### config.mk
export PLATFORM = sky130hd
export DESIGN_NAME = const_step_accum
export DESIGN_NICKNAME = d
export VERILOG_FILES = /design/src/rtl/stepacc_pkg.sv /design/src/rtl/stepacc_sequencer.sv /design/src/rtl/stepacc_multiple.sv /design/src/rtl/stepacc_addpipe.sv /design/src/rtl/const_step_accum.sv
export SDC_FILE = /design/constraint.sdc
export NUM_CORES = 1
export LEC_CHECK = 0
export BUFFER_PORTS_ARGS = -buffer_cell sky130_fd_sc_hd__clkbuf_2
export CORE_MARGIN = 2
export CORE_UTILIZATION = 59
export DETAILED_ROUTE_END_ITERATION = 10
export PLACE_DENSITY = 0.87
export SYNTH_ARGS = -nofsm -noshare
export SYNTH_HDL_FRONTEND = slang
export SYNTH_SLANG_ARGS = --single-unit
### constraint.sdc
create_clock -name clk -period 3.5 [get_ports clk]
set_clock_uncertainty 0.1 [all_clocks]
set_input_delay 0.35 -clock clk [delete_from_list [all_inputs] [get_ports clk]]
set_output_delay 0.35 -clock clk [all_outputs]
set_load 0.01 [all_outputs]
### src/rtl/stepacc_pkg.sv
package stepacc_pkg;

   // How the multiple (k+1)*step is formed for each issued term.
   typedef enum logic {
      MUL_RUNNING = 1'b0,   // running register, one step added per issue
      MUL_DIRECT  = 1'b1    // index-plus-one times step, combinational
   } mul_style_e;

   // Bits needed to hold counts 0..max_count.
   function automatic int cnt_bits(input int max_count);
      return $clog2(max_count + 1);
   endfunction

endpackage

### src/rtl/stepacc_sequencer.sv
module stepacc_sequencer #(
   parameter int DATA_W    = 16,
   parameter int MAX_COUNT = 64,
   parameter int CNT_W     = 7
) (
   input  logic              clk,
   input  logic              rst_n,
   input  logic              start_i,
   input  logic [CNT_W-1:0]  count_i,
   input  logic [DATA_W-1:0] base_i,
   input  logic [DATA_W-1:0] step_i,
   input  logic              drain_last_i,
   output logic              accept_o,
   output logic [DATA_W-1:0] base_q_o,
   output logic [DATA_W-1:0] step_q_o,
   output logic [CNT_W-1:0]  cnt_q_o,
   output logic              issue_vld_o,
   output logic [CNT_W-1:0]  issue_idx_o,
   output logic              busy_o,
   output logic              done_o
);

   localparam logic [CNT_W-1:0] CNT_LIMIT = CNT_W'(MAX_COUNT);
   localparam logic [CNT_W-1:0] CNT_ONE   = CNT_W'(1);

   logic              busy_q;
   logic              done_q;
   logic              issue_vld_q;
   logic [CNT_W-1:0]  issue_idx_q;
   logic [CNT_W-1:0]  cnt_q;
   logic [DATA_W-1:0] base_q;
   logic [DATA_W-1:0] step_q;
   logic              count_ok;
   logic              issue_last;

   assign count_ok   = (count_i != '0) && (count_i <= CNT_LIMIT);
   assign accept_o   = start_i && !busy_q && count_ok;
   assign issue_last = issue_vld_q && (issue_idx_q == cnt_q - CNT_ONE);

   // Run control: operands are latched once and held for the whole run.
   always_ff @(posedge clk) begin
      if (!rst_n) begin
         busy_q      <= 1'b0;
         done_q      <= 1'b0;
         issue_vld_q <= 1'b0;
         issue_idx_q <= '0;
         cnt_q       <= '0;
         base_q      <= '0;
         step_q      <= '0;
      end else begin
         done_q <= drain_last_i;
         if (accept_o) begin
            busy_q      <= 1'b1;
            issue_vld_q <= 1'b1;
            issue_idx_q <= '0;
            cnt_q       <= count_i;
            base_q      <= base_i;
            step_q      <= step_i;
         end else begin
            if (issue_vld_q) begin
               if (issue_last) begin
                  issue_vld_q <= 1'b0;
               end else begin
                  issue_idx_q <= issue_idx_q + CNT_ONE;
               end
            end
            if (drain_last_i) begin
               busy_q <= 1'b0;
            end
         end
      end
   end

   assign base_q_o    = base_q;
   assign step_q_o    = step_q;
   assign cnt_q_o     = cnt_q;
   assign issue_vld_o = issue_vld_q;
   assign issue_idx_o = issue_idx_q;
   assign busy_o      = busy_q;
   assign done_o      = done_q;

endmodule

### src/rtl/stepacc_multiple.sv
module stepacc_multiple
   import stepacc_pkg::*;
#(
   parameter int         DATA_W    = 16,
   parameter int         CNT_W     = 7,
   parameter int         RES_W     = 23,
   parameter mul_style_e MUL_STYLE = MUL_RUNNING
) (
   input  logic                    clk,
   input  logic                    rst_n,
   input  logic                    accept_i,
   input  logic [DATA_W-1:0]       step_i,
   input  logic [DATA_W-1:0]       step_q_i,
   input  logic                    issue_vld_i,
   input  logic [CNT_W-1:0]        issue_idx_i,
   output logic signed [RES_W-1:0] mult_o
);

   localparam int EXT_W = RES_W - DATA_W;

   logic signed [RES_W-1:0] step_in_x;
   logic signed [RES_W-1:0] step_q_x;

   assign step_in_x = {{EXT_W{step_i[DATA_W-1]}}, step_i};
   assign step_q_x  = {{EXT_W{step_q_i[DATA_W-1]}}, step_q_i};

   generate
      if (MUL_STYLE == MUL_RUNNING) begin : g_running
         // The multiple tracks the issue index: step at index 0, one more step per issue.
         logic signed [RES_W-1:0] mult_q;
         logic                    unused_running;

         always_ff @(posedge clk) begin
            if (!rst_n) begin
               mult_q <= '0;
            end else if (accept_i) begin
               mult_q <= step_in_x;
            end else if (issue_vld_i) begin
               mult_q <= mult_q + step_q_x;
            end
         end

         assign mult_o         = mult_q;
         assign unused_running = ^issue_idx_i;
      end else begin : g_direct
         // Independent product per term: (index + 1) * step.
         logic signed [RES_W-1:0] k1_x;
         logic signed [RES_W-1:0] prod;
         logic                    unused_direct;

         assign k1_x          = $signed(RES_W'(issue_idx_i) + RES_W'(1));
         assign prod          = k1_x * step_q_x;
         assign mult_o        = prod;
         assign unused_direct = ^{clk, rst_n, accept_i, step_in_x, issue_vld_i};
      end
   endgenerate

endmodule

### src/rtl/stepacc_addpipe.sv
module stepacc_addpipe #(
   parameter int DATA_W  = 16,
   parameter int CNT_W   = 7,
   parameter int RES_W   = 23,
   parameter int ADD_LAT = 12
) (
   input  logic                    clk,
   input  logic                    rst_n,
   input  logic                    in_vld_i,
   input  logic [DATA_W-1:0]       base_i,
   input  logic signed [RES_W-1:0] mult_i,
   input  logic [CNT_W-1:0]        idx_i,
   output logic                    out_vld_o,
   output logic signed [RES_W-1:0] out_sum_o,
   output logic [CNT_W-1:0]        out_idx_o
);

   localparam int EXT_W = RES_W - DATA_W;

   logic                    vld_r [ADD_LAT];
   logic signed [RES_W-1:0] sum_r [ADD_LAT];
   logic [CNT_W-1:0]        idx_r [ADD_LAT];
   logic signed [RES_W-1:0] base_x;

   assign base_x = {{EXT_W{base_i[DATA_W-1]}}, base_i};

   // Stage 0 performs the add; the remaining stages model the adder's latency.
   always_ff @(posedge clk) begin
      if (!rst_n) begin
         vld_r[0] <= 1'b0;
      end else begin
         vld_r[0] <= in_vld_i;
      end
   end

   always_ff @(posedge clk) begin
      sum_r[0] <= base_x + mult_i;
      idx_r[0] <= idx_i;
   end

   generate
      for (genvar s = 1; s < ADD_LAT; s++) begin : g_stage
         always_ff @(posedge clk) begin
            if (!rst_n) begin
               vld_r[s] <= 1'b0;
            end else begin
               vld_r[s] <= vld_r[s-1];
            end
         end

         always_ff @(posedge clk) begin
            sum_r[s] <= sum_r[s-1];
            idx_r[s] <= idx_r[s-1];
         end
      end
   endgenerate

   assign out_vld_o = vld_r[ADD_LAT-1];
   assign out_sum_o = sum_r[ADD_LAT-1];
   assign out_idx_o = idx_r[ADD_LAT-1];

endmodule

### src/rtl/const_step_accum.sv
module const_step_accum
   import stepacc_pkg::*;
#(
   parameter int         DATA_W    = 16,
   parameter int         MAX_COUNT = 64,
   parameter int         ADD_LAT   = 12,
   parameter mul_style_e MUL_STYLE = MUL_RUNNING,
   localparam int        CNT_W     = cnt_bits(MAX_COUNT),
   localparam int        RES_W     = DATA_W + CNT_W
) (
   input  logic              clk,
   input  logic              rst_n,
   input  logic              start_i,
   input  logic [CNT_W-1:0]  count_i,
   input  logic [DATA_W-1:0] base_i,
   input  logic [DATA_W-1:0] step_i,
   output logic              res_valid_o,
   output logic [CNT_W-1:0]  res_index_o,
   output logic [RES_W-1:0]  res_data_o,
   output logic              busy_o,
   output logic              done_o
);

   initial begin
      assert (DATA_W >= 2) else $error("DATA_W must be at least 2");
      assert (MAX_COUNT >= 1) else $error("MAX_COUNT must be at least 1");
      assert (ADD_LAT >= 1) else $error("ADD_LAT must be at least 1");
   end

   logic                    accept;
   logic [DATA_W-1:0]       base_q;
   logic [DATA_W-1:0]       step_q;
   logic [CNT_W-1:0]        cnt_q;
   logic                    issue_vld;
   logic [CNT_W-1:0]        issue_idx;
   logic signed [RES_W-1:0] mult;
   logic                    pipe_vld;
   logic signed [RES_W-1:0] pipe_sum;
   logic [CNT_W-1:0]        pipe_idx;
   logic                    drain_last;

   assign drain_last = pipe_vld && (pipe_idx == cnt_q - CNT_W'(1));

   stepacc_sequencer #(
      .DATA_W    (DATA_W),
      .MAX_COUNT (MAX_COUNT),
      .CNT_W     (CNT_W)
   ) u_seq (
      .clk          (clk),
      .rst_n        (rst_n),
      .start_i      (start_i),
      .count_i      (count_i),
      .base_i       (base_i),
      .step_i       (step_i),
      .drain_last_i (drain_last),
      .accept_o     (accept),
      .base_q_o     (base_q),
      .step_q_o     (step_q),
      .cnt_q_o      (cnt_q),
      .issue_vld_o  (issue_vld),
      .issue_idx_o  (issue_idx),
      .busy_o       (busy_o),
      .done_o       (done_o)
   );

   stepacc_multiple #(
      .DATA_W    (DATA_W),
      .CNT_W     (CNT_W),
      .RES_W     (RES_W),
      .MUL_STYLE (MUL_STYLE)
   ) u_mul (
      .clk         (clk),
      .rst_n       (rst_n),
      .accept_i    (accept),
      .step_i      (step_i),
      .step_q_i    (step_q),
      .issue_vld_i (issue_vld),
      .issue_idx_i (issue_idx),
      .mult_o      (mult)
   );

   stepacc_addpipe #(
      .DATA_W  (DATA_W),
      .CNT_W   (CNT_W),
      .RES_W   (RES_W),
      .ADD_LAT (ADD_LAT)
   ) u_add (
      .clk       (clk),
      .rst_n     (rst_n),
      .in_vld_i  (issue_vld),
      .base_i    (base_q),
      .mult_i    (mult),
      .idx_i     (issue_idx),
      .out_vld_o (pipe_vld),
      .out_sum_o (pipe_sum),
      .out_idx_o (pipe_idx)
   );

   assign res_valid_o = pipe_vld;
   assign res_index_o = pipe_idx;
   assign res_data_o  = pipe_sum;

endmodule

==> results.tsv, run 1 <==
metric	value	unit
status	finished, final reports clean	
Final setup violation count	0	
Setup TNS	0	ps
count of final hold-check violations	0	
post-synthesis cell type count	62	
First DRT Iteration DRCs	404	
Slew headroom	0.445	
grt ovf	0	
latest clock arrival within the worst-skew pair	550	ps
final RePlAce weighted congestion	0.908	
Post-Syn Nets	1182	
average cell area after synthesis	12.0	sq um
RSZ-0062 raised after global routing	false	
Antenna Cells	0	
Initial Util	0.601	
largest cells by area after synthesis	dfxtp_1, ha_1, a21oi_1	
Die Area	23400	sq um
CP arrival	3280	ps
fill count	1426	
ys async rst share	0	
CTS Buffer Depth	3	
Final ANT Viol Nets	0	
mapped cell area	13100	sq um
post-cts resize count	0	
Vias	7983	
pre-CTS setup slack	637	ps
drt total wl	26000	microns
DRC	0	
Synth Warn #	0	
Post-synth EDFFs	0	
initial antenna violation count	2	
VDD IR max	0.395	mV
post-DR vias/cell	5.35	
largest net degree at the start of global routing	70	
Max-Cap Viols	0	
row cnt	54	
I/O pin count	75	
first-pass GRT wire length	41700	microns
Primary FF master, synth	dfxtp_1	
startpoint types	input port	
core area	21800	sq um
Post-CTS Setup Inserts	0	
clock transition at the registers of the reported paths	70	ps
DIE WIDTH	153	microns
post-route setup slack	587	ps
pwr/cell area	712	nW/um^2
Mapped Cells	1092	
Synth top area share	0.680	
Clk Tree Root Cell	clkbuf_16	
TritonCTS Buffers	39	
drt first pass iters	5	
commonest non-fill, non-tap cell in the layout	dfxtp_1	
GRT Resource Usage Total	0.223	
CP Class	in2reg	
Least-Margin Pin Slew	833	ps
Slew Viols, Final	0	
Tcrit/Tclk final	0.832	
sequential element share of the synthesized area	0.680	
leakage dissipation	6.50	nW
Area growth syn-to-layout	16.3	%
Worst Path Max Fanout	42	
Post-DP HPWL	14500	microns
Max Fclk	343	MHz
share of cells above drive strength 1	0.133	
required time of the critical path	3870	ps
Buffers on Ports	74	
vias in the first global route	8157	
post-synth top area cell	dfxtp_1	
HP Class	in2reg	
CTS tree	built	
most frequent cells in the layout	dfxtp_1, nand2_1, a21oi_1	
Die Ht	153	microns
# clock sinks	444	
nets	1274	
Critical Path Sink Type	register	
H-tree levels	2	
flops & latches, synth	444	
post-DR wirelength/cell	17.4	microns
crit path time final	2910	ps
==> timing repair <==
action | CTS | global route
hold buffers | 36 | 0
endpoints found under the setup margin | 0 | 0
hold endpoints to repair | 46 | 0
==> where the power goes <==
part / total [mW] / internal [mW] / switching, mW / leakage, nW
Combinational: 0.637 / 0.270 / 0.367 / 2.20
Sequential: 5.73 / 5.56 / 0.166 / 3.65
Clock: 4.45 / 2.52 / 1.93 / 0.657
Total: 10.8 / 8.35 / 2.47 / 6.50
==> per-stage QoR <==
stage	utilization	cells	instance area [sq um]	hold slack, ps	power [mW]
floorplan	-	1092	13100	210	6.23
global placement	0.620	1387	13500	210	6.35
detailed placement	0.620	1387	13500	212	6.41
CTS	0.698	1493	15200	0.374	10.9
global route	0.698	1493	15200	14.2	11.2
finish	0.698	1493	15200	14.6	10.8
==> layer usage <==
metal  wire (microns)  vias to the layer above  GRT usage
li1                 -                     3877          -
met1            10600                     3773      0.263
met2            13300                      268      0.405
met3             1460                       61     0.0445
met4              722                        4     0.0807
met5               23                        -          0
==> sequential cells by signal, summed over array words and instances (netlist names), 7 cells and up <==
register           flops
u_seq.issue_idx_o      7
u_add.vld_r           12
u_add.sum_r          276
u_seq.base_q_o        16
u_add.idx_r           84
u_seq.cnt_q_o          7
u_mul.mult_o          23
u_seq.step_q_o        16
==> critical path, cell delays in order <==
cell	delay, ps
dlygate4sd3_1	560
clkbuf_2	130
or4_1	600
nor3_2	160
xnor2_1	160
and3b_2	770
buf_4	300
nand2_1	80
a21oi_1	170
==> area by class of cell <==
class	count	area, sq um	area share
flip-flops and latches	444	8890	0.585
multi-input cells	567	3760	0.247
clock buffers	53	1120	0.0736
repair buffers	115	781	0.0514
well taps	280	350	0.0231
clock inverters	17	238	0.0156
inverters	17	63.8	0.00420
==> Yosys cell counts, types with 3 or more instances <==
cell type,number
and3_1,11
nand3b_1,3
a311oi_1,4
nand3_1,17
o21a_1,6
xnor3_1,3
mux2_2,6
and2_1,13
or3_1,4
nor2_1,27
a21oi_1,92
buf_1,3
o21ai_0,31
buf_2,4
mux2i_1,8
nand4_1,9
o211ai_1,4
a31oi_1,9
nand2_1,114
a211oi_1,6
clkbuf_1,27
inv_1,17
buf_4,30
xor2_1,24
nand2b_1,7
a21o_1,18
nor4_1,3
o21bai_1,5
dfxtp_1,444
o22ai_1,3
o2111ai_1,3
ha_1,46
nor2b_1,6
xnor2_1,30
nor3_1,17
==> cell families (layout without fill, tap and decap cells) <==
group                      Yosys count  in the layout  share of synthesized area
AOI/OAI and AO/OA                  202            202                     0.0961
adders and majority gates           48             48                     0.0471
muxes                               14             14                     0.0113
buffers and inverters               81            202                     0.0323
and+or+nand+nor                    246            246                     0.0916
DFF                                444            444                      0.680
xor gates and xnor gates            57             57                     0.0414
==> path summary, 6_finish.rpt <==
kind / from / end / slack (ps) / cells past startpoint
min: count_i[6] / u_seq.cnt_q_o[6] / 10 / 3
max reg2reg: u_mul.mult_o[0] / u_add.sum_r[0][18] / 640 / 10
min reg2reg: u_add.sum_r[0][16] / u_add.sum_r[0][39] / 210 / 0
max: count_i[2] / u_seq.cnt_q_o[1] / 590 / 9
No activity file was read; power rests on OpenSTA's default activity.
==> inputs of run 2 (changes only) <==
ABC_AREA = 1   (was default)
PLACE_DENSITY = 0.86   (was 0.87)
clock period = 2.9 ns   (was 3.5 ns; I/O delays follow)
==> run 2 against run 1 <==
Compared with the run above: worst setup slack worse by 370 ps; hold slack improved by 8.3 ps; non-clock buffer count is the same; area after synthesis is 4.7% higher; clock-buffer cell count unchanged; final cell count increased by 19%; sequential share of layout area shrank 2.3 points; sequential power increased by 29%; global-route usage rose by 1.3 points; flip-flop and latch count unchanged; core utilization is 0.23 points lower; largest cell class unchanged; highest routed layer is now met4.
==> results.tsv, run 2 <==
metric	value	unit	change
Reg area	8890	sq um	unchanged
pwr/cell area	864	nW/um^2	+21%
GRT Resource Usage Total	0.236		+0.0131
max reg flops	276		unchanged
Post-Syn Nets	1448		+23%
CP Class	reg2reg		
share of cells above drive strength 1	0.110		-0.0230
WHS	22.9	ps	+8.26 ps
Slew headroom	0.491		+0.0463
Synth top area share	0.650		-0.0307
post-synth top area cell	dfxtp_1		
Least-Margin Pin Slew	759	ps	-74.1 ps
Post-synth EDFFs	0		unchanged
status	finished, final reports clean		
Worst Reg-to-Reg Cells	11		+1
sequential element share of the synthesized area	0.650		-0.0307
Worst Hold End	u_seq.cnt_q_o[5]		
Max Fclk	373	MHz	
CTS Buffer Depth	3		unchanged
Reg2Reg Setup Slack	220	ps	-420 ps
nets	1554		+22%
crit path time final	2680	ps	
Critical R2R Launch	u_mul.mult_o[0]		
Critical Path Sink Type	register		
required time of the critical path	3260	ps	-610 ps
DIE WIDTH	156	microns	+2.3%
Final setup violation count	0		unchanged
RSZ-0062 raised after global routing	false		
Final ANT Viol Nets	0		unchanged
Area growth syn-to-layout	15.5	%	
Max-Cap Viols	0		unchanged
Antenna Cells	0		unchanged
Max stage delay on crit path	410	ps	-360 ps
most frequent cells in the layout	dfxtp_1, nand2_1, inv_1		
fill count	1644		+15%
post-synthesis cell type count	37		-40%
leakage dissipation	7.30	nW	+12%
placed insts	1672		+21%
vias in the first global route	9099		+12%
Primary FF master, synth	dfxtp_1		
Biggest register	u_add.sum_r		
synth cell count leaders	dfxtp_1, nand2_1, inv_1		
First DRT Iteration DRCs	509		+26%
latest clock arrival within the worst-skew pair	540	ps	about the same
drt total wl	28200	microns	+8.2%
ys async rst share	0		unchanged
Mapped Cells	1358		+24%
CTS tree	built		
grt ovf	0		unchanged
post-DR wirelength/cell	15.8	microns	-9.3%
largest cells by area after synthesis	dfxtp_1, nand2_1, ha_1		
hold path startpoint	count_i[5]		
count of final hold-check violations	0		unchanged
post-DR vias/cell	5.13		-4.0%
DRC	0		unchanged
average cell area after synthesis	10.1	sq um	-16%
final RePlAce weighted congestion	0.947		+4.3%
post-cts resize count	0		unchanged
CP arrival	3040	ps	-240 ps
first-pass GRT wire length	45400	microns	+8.7%
Synth Warn #	0		unchanged
Initial Util	0.603		+0.00201
Die Area	24400	sq um	+4.6%
Critical R2R Capture	u_add.sum_r[0][16]		
Slew Viols, Final	0		unchanged
Tcrit/Tclk final	0.925		
Worst Path Max Fanout	4		-90%
Setup TNS	0	ps	unchanged
Buffers on Ports	74		unchanged
commonest non-fill, non-tap cell in the layout	dfxtp_1		
H-tree levels	2		unchanged
VDD IR max	0.600	mV	+52%
mapped cell area	13700	sq um	+4.7%
initial antenna violation count	0		-2
Final Util	0.696		-0.00227
Hold Path Stages	3		unchanged
startpoint types	register		
row cnt	55		+1.9%
most common cell in the netlist	dfxtp_1		
Vias	9138		+14%
core area	22700	sq um	+4.4%
flops & latches, synth	444		unchanged
# clock sinks	444		unchanged
Finished Layout Cells	1780		+19%
clock transition at the registers of the reported paths	60	ps	about the same
TritonCTS Buffers	40		+2.6%
Die Ht	156	microns	+2.3%
Post-DP HPWL	18400	microns	+27%
Critical Path, Cell by Cell	ha_1, inv_1, fa_1, inv_1, nand3_1, nand2_1, a21boi_1, o21ai_0, nand3_1, nand2_1, xor2_1		
WP buf/inv	2		-1
CP max stage cell	fa_1		
drt first pass iters	5		unchanged
Clk Tree Root Cell	clkbuf_16		
Largest delay share family, worst path	adder cells		
largest net degree at the start of global routing	60		-14%
area of the multi-input gates	3990	sq um	+6.3%
I/O pin count	75		unchanged
Post-CTS Setup Inserts	0		unchanged
HP Class	in2reg		
run 2: where the power goes:
part | switching (mW) | leakage [nW] | internal [mW]
Clock | 2.27 | 0.659 | 3.06
Combinational | 0.581 | 2.97 | 0.378
Sequential | 0.308 | 3.67 | 7.06
run 2: logic make-up after synthesis:
group,Yosys count,share of synthesized area
DFF,444,0.650
buffers and inverters,166,0.0585
xor gates and xnor gates,38,0.0263
AOI/OAI and AO/OA,179,0.0696
and+or+nand+nor,483,0.151
adders and majority gates,48,0.0450
run 2: worst max-delay path by stage:
stage	from	to	slack, ps	depth (start not counted)
final	u_mul.mult_o[0]	u_add.sum_r[0][16]	220	11
after global routing	u_mul.mult_o[0]	u_add.sum_r[0][16]	90	11
after CTS	u_mul.mult_o[0]	u_add.sum_r[0][16]	310	11
after detailed placement	u_mul.mult_o[0]	u_add.sum_r[0][16]	350	11
after global placement	u_mul.mult_o[0]	u_add.sum_r[0][16]	380	11
after floorplan	u_mul.mult_o[0]	u_add.sum_r[0][16]	870	11
run 2: tightest hold or removal path: cells and delay by family:
| kind | cells | cell delay, ps |
|---|---|---|
| AOI/OAI and AO/OA | 2 | 220 |
| buffers and inverters | 1 | 110 |
run 2: cell type report:
| class | instances | share of cell area |
|---|---|---|
| clock buffer | 53 | 0.0715 |
| tap | 285 | 0.0226 |
| timing repair buffer | 115 | 0.0484 |
| clock inverter | 20 | 0.0154 |
| multi-input combinational | 748 | 0.253 |
| inverter | 115 | 0.0273 |
| sequential | 444 | 0.562 |
run 2: what timing repair did:
item / in CTS / in global routing
endpoints found under the hold margin: 39 / 0
endpoints found under the setup margin: 0 / 0
hold buffers: 35 / 0
run 2: metal layers:
metal | track usage | part of all wire | vias up
met4 | 0.0913 | 0.035 | 0
met2 | 0.411 | 0.47 | 266
met1 | 0.298 | 0.44 | 4225
met3 | 0.0354 | 0.047 | 81
li1 | - | - | 4566
met5 | 0 | 0 | -
run 2: metrics by stage:
| stage | cell area [sq um] | total power, mW | worst slack [ps] |
|---|---|---|---|
| 3_5_place_dp | 14100 | 8.38 | 353 |
| 4_1_cts | 15800 | 13.8 | 307 |
| 6_report | 15800 | 13.7 | 218 |
| 2_1_floorplan | 13700 | 8.10 | 872 |
| 5_1_grt | 15800 | 14.2 | 92.1 |
| 3_3_place_gp | 14100 | 8.29 | 376 |
==> inputs of run 3 (changes only) <==
clock period = 3.07 ns   (was 2.9 ns; I/O delays follow)
==> run 3 against run 2 <==
Compared with the run above: design area unchanged; combinational power is 5.8% lower; register-to-register slack gained 440 ps; hold slack better by 15 ps; critical path depth did not move; die area unchanged; sequential power down 5.7%; non-clock buffer count stayed put; power fell by 5.5%; largest cell class unchanged; largest power group unchanged.
==> results.tsv, run 3 (synthesized netlist as in run 2, its figures left out) <==
metric	value	unit	change
status	finished, final reports clean		
Least-Margin Pin Slew	724	ps	-34.7 ps
placed cell area	14100	sq um	about the same
initial antenna violation count	0		unchanged
Initial Util	0.603		unchanged
core area	22700	sq um	unchanged
drt first pass iters	5		unchanged
Final Util	0.696		unchanged
First DRT Iteration DRCs	560		+10%
Clk Tree Root Cell	clkbuf_16		
Final setup violation count	0		unchanged
post-route cell area	15800	sq um	unchanged
Comb power frac	0.070		about the same
Antenna Cells	0		unchanged
row cnt	55		unchanged
grt ovf	0		unchanged
register share of total power	0.538		-0.002
largest net degree at the start of global routing	60		unchanged
CTS tree	built		
Slew headroom	0.514		+0.0233
Slew Viols, Final	0		unchanged
Die Area	24400	sq um	unchanged
DRC	0		unchanged
most frequent cells in the layout	dfxtp_1, nand2_1, inv_1		
Reg area	8890	sq um	unchanged
required time of the critical path	3450	ps	+190 ps
Post-DP HPWL	17900	microns	-2.8%
Tcrit/Tclk final	0.787		-0.138
wire length on met3	1550	microns	+17%
uppermost layer routed	met4		
# clock sinks	444		unchanged
share of cells above drive strength 1	0.110		unchanged
latest clock arrival within the worst-skew pair	540	ps	about the same
placed insts	1671		-0.060%
hold path startpoint	step_i[15]		
TritonCTS Buffers	40		unchanged
Max Fclk	414	MHz	+11%
post-DR vias/cell	5.13		about the same
CP startpoint	u_mul.mult_o[0]		
drt total wl	27500	microns	-2.3%
Setup TNS	0	ps	unchanged
Buffers on Ports	74		unchanged
leakage dissipation	7.31	nW	about the same
Critical R2R Launch	u_mul.mult_o[0]		
post-DR wirelength/cell	15.5	microns	-2.3%
DIE WIDTH	156	microns	unchanged
RSZ-0062 raised after global routing	false		
Max-Cap Viols	0		unchanged
vias in the first global route	9007		-1.0%
count of final hold-check violations	0		unchanged
H-tree levels	2		unchanged
fill count	1665		+1.3%
GRT Resource Usage Total	0.231		-0.00500
Finished Layout Cells	1780		unchanged
pwr/cell area	816	nW/um^2	-5.5%
Psw	3.01	mW	-4.7%
commonest non-fill, non-tap cell in the layout	dfxtp_1		
I/O pin count	75		unchanged
CP Class	reg2reg		
Die Ht	156	microns	unchanged
Pint	9.90	mW	-5.7%
clock transition at the registers of the reported paths	70	ps	about the same
clock group share of total power	0.392		+0.002
crit path time final	2410	ps	-267 ps
CP arrival	2790	ps	-250 ps
met2 WL post-DR	13100	microns	-2.1%
Critical Path Sink Type	register		
Area growth syn-to-layout	15.5	%	unchanged
final RePlAce weighted congestion	0.958		+1.2%
VDD IR max	0.490	mV	-18%
switching share of power	0.233		+0.00197
HP Class	in2reg		
routed metal-1 wire length	12000	microns	-4.2%
startpoint types	register		
Vias	9140		+0.022%
first-pass GRT wire length	44500	microns	-1.8%
area of the multi-input gates	3990	sq um	unchanged
Biggest register	u_add.sum_r		
nets	1554		unchanged
CTS Buffer Depth	3		unchanged
Worst Path Max Fanout	4		unchanged
max reg flops	276		unchanged
Final ANT Viol Nets	0		unchanged
-- run 3: changes by cell type in the layout (fill, tap and decap cells not counted), sizes merged --
cell         previous run  this run
clkbuf                127       126
clkinv                 13        12
buf                     6         5
inv                   114       116
dlygate4sd3            35        36
-- run 3: final timing paths --
| kind | endpoint | slack, ps | depth (start not counted) |
|---|---|---|---|
| setup reg to reg | u_add.sum_r[0][16] | 660 | 11 |
| setup / recovery | u_add.sum_r[0][16] | 660 | 11 |
| hold reg to reg | u_add.sum_r[2][54] | 210 | 0 |
| hold / removal | u_seq.step_q_o[15] | 40 | 3 |
-- run 3: per-layer routing --
metal	global-route usage	up-vias
li1	-	4570
met1	0.294	4195
met2	0.397	306
met3	0.0390	69
met4	0.0856	0
met5	0	-
-- run 3: what timing repair did --
| item | 4_1_cts | 5_1_grt |
|---|---|---|
| buffers inserted | 0 | 0 |
| hold buffers | 36 | 0 |
| endpoints found under the setup margin | 0 | 0 |
| gates resized for setup | 0 | 0 |
| endpoints found under the hold margin | 40 | 0 |
-- run 3: metrics by stage --
step / power [mW] / setup WS (ps) / hold slack, ps
detailed placement: 7.90 / 720 / 212
global route: 13.4 / 517 / 42.2
global placement: 7.83 / 807 / 210
floorplan: 7.65 / 1040 / 210
CTS: 13.0 / 717 / 7.62
finish: 12.9 / 655 / 37.6
-- run 3: layout make-up --
class                           count  share of cell area
Sequential cell                   444               0.562
Multi-Input combinational cell    748               0.253
Clock buffer                       52              0.0706
Timing Repair Buffer              115              0.0486
Inverter                          115              0.0273
Tap cell                          285              0.0226
Clock inverter                     21              0.0161
-- run 3: worst max-delay path: stages, from the launching register on --
cell	delay (ps)
dfxtp_1	370
ha_1	270
inv_1	80
fa_1	400
inv_1	120
nand3_1	80
nand2_1	160
a21boi_1	130
o21ai_0	300
nand3_1	120
nand2_1	90
xor2_1	130
-- run 3: power by group through the flow --
stage | combinational, mW | sequential, mW | clock, mW
4_1_cts | 0.887 | 6.97 | 5.16
5_1_grt | 1.01 | 7.03 | 5.38
3_5_place_dp | 0.845 | 7.06 | 0
2_1_floorplan | 0.710 | 6.94 | 0
6_report | 0.902 | 6.95 | 5.06
3_3_place_gp | 0.841 | 6.98 | 0
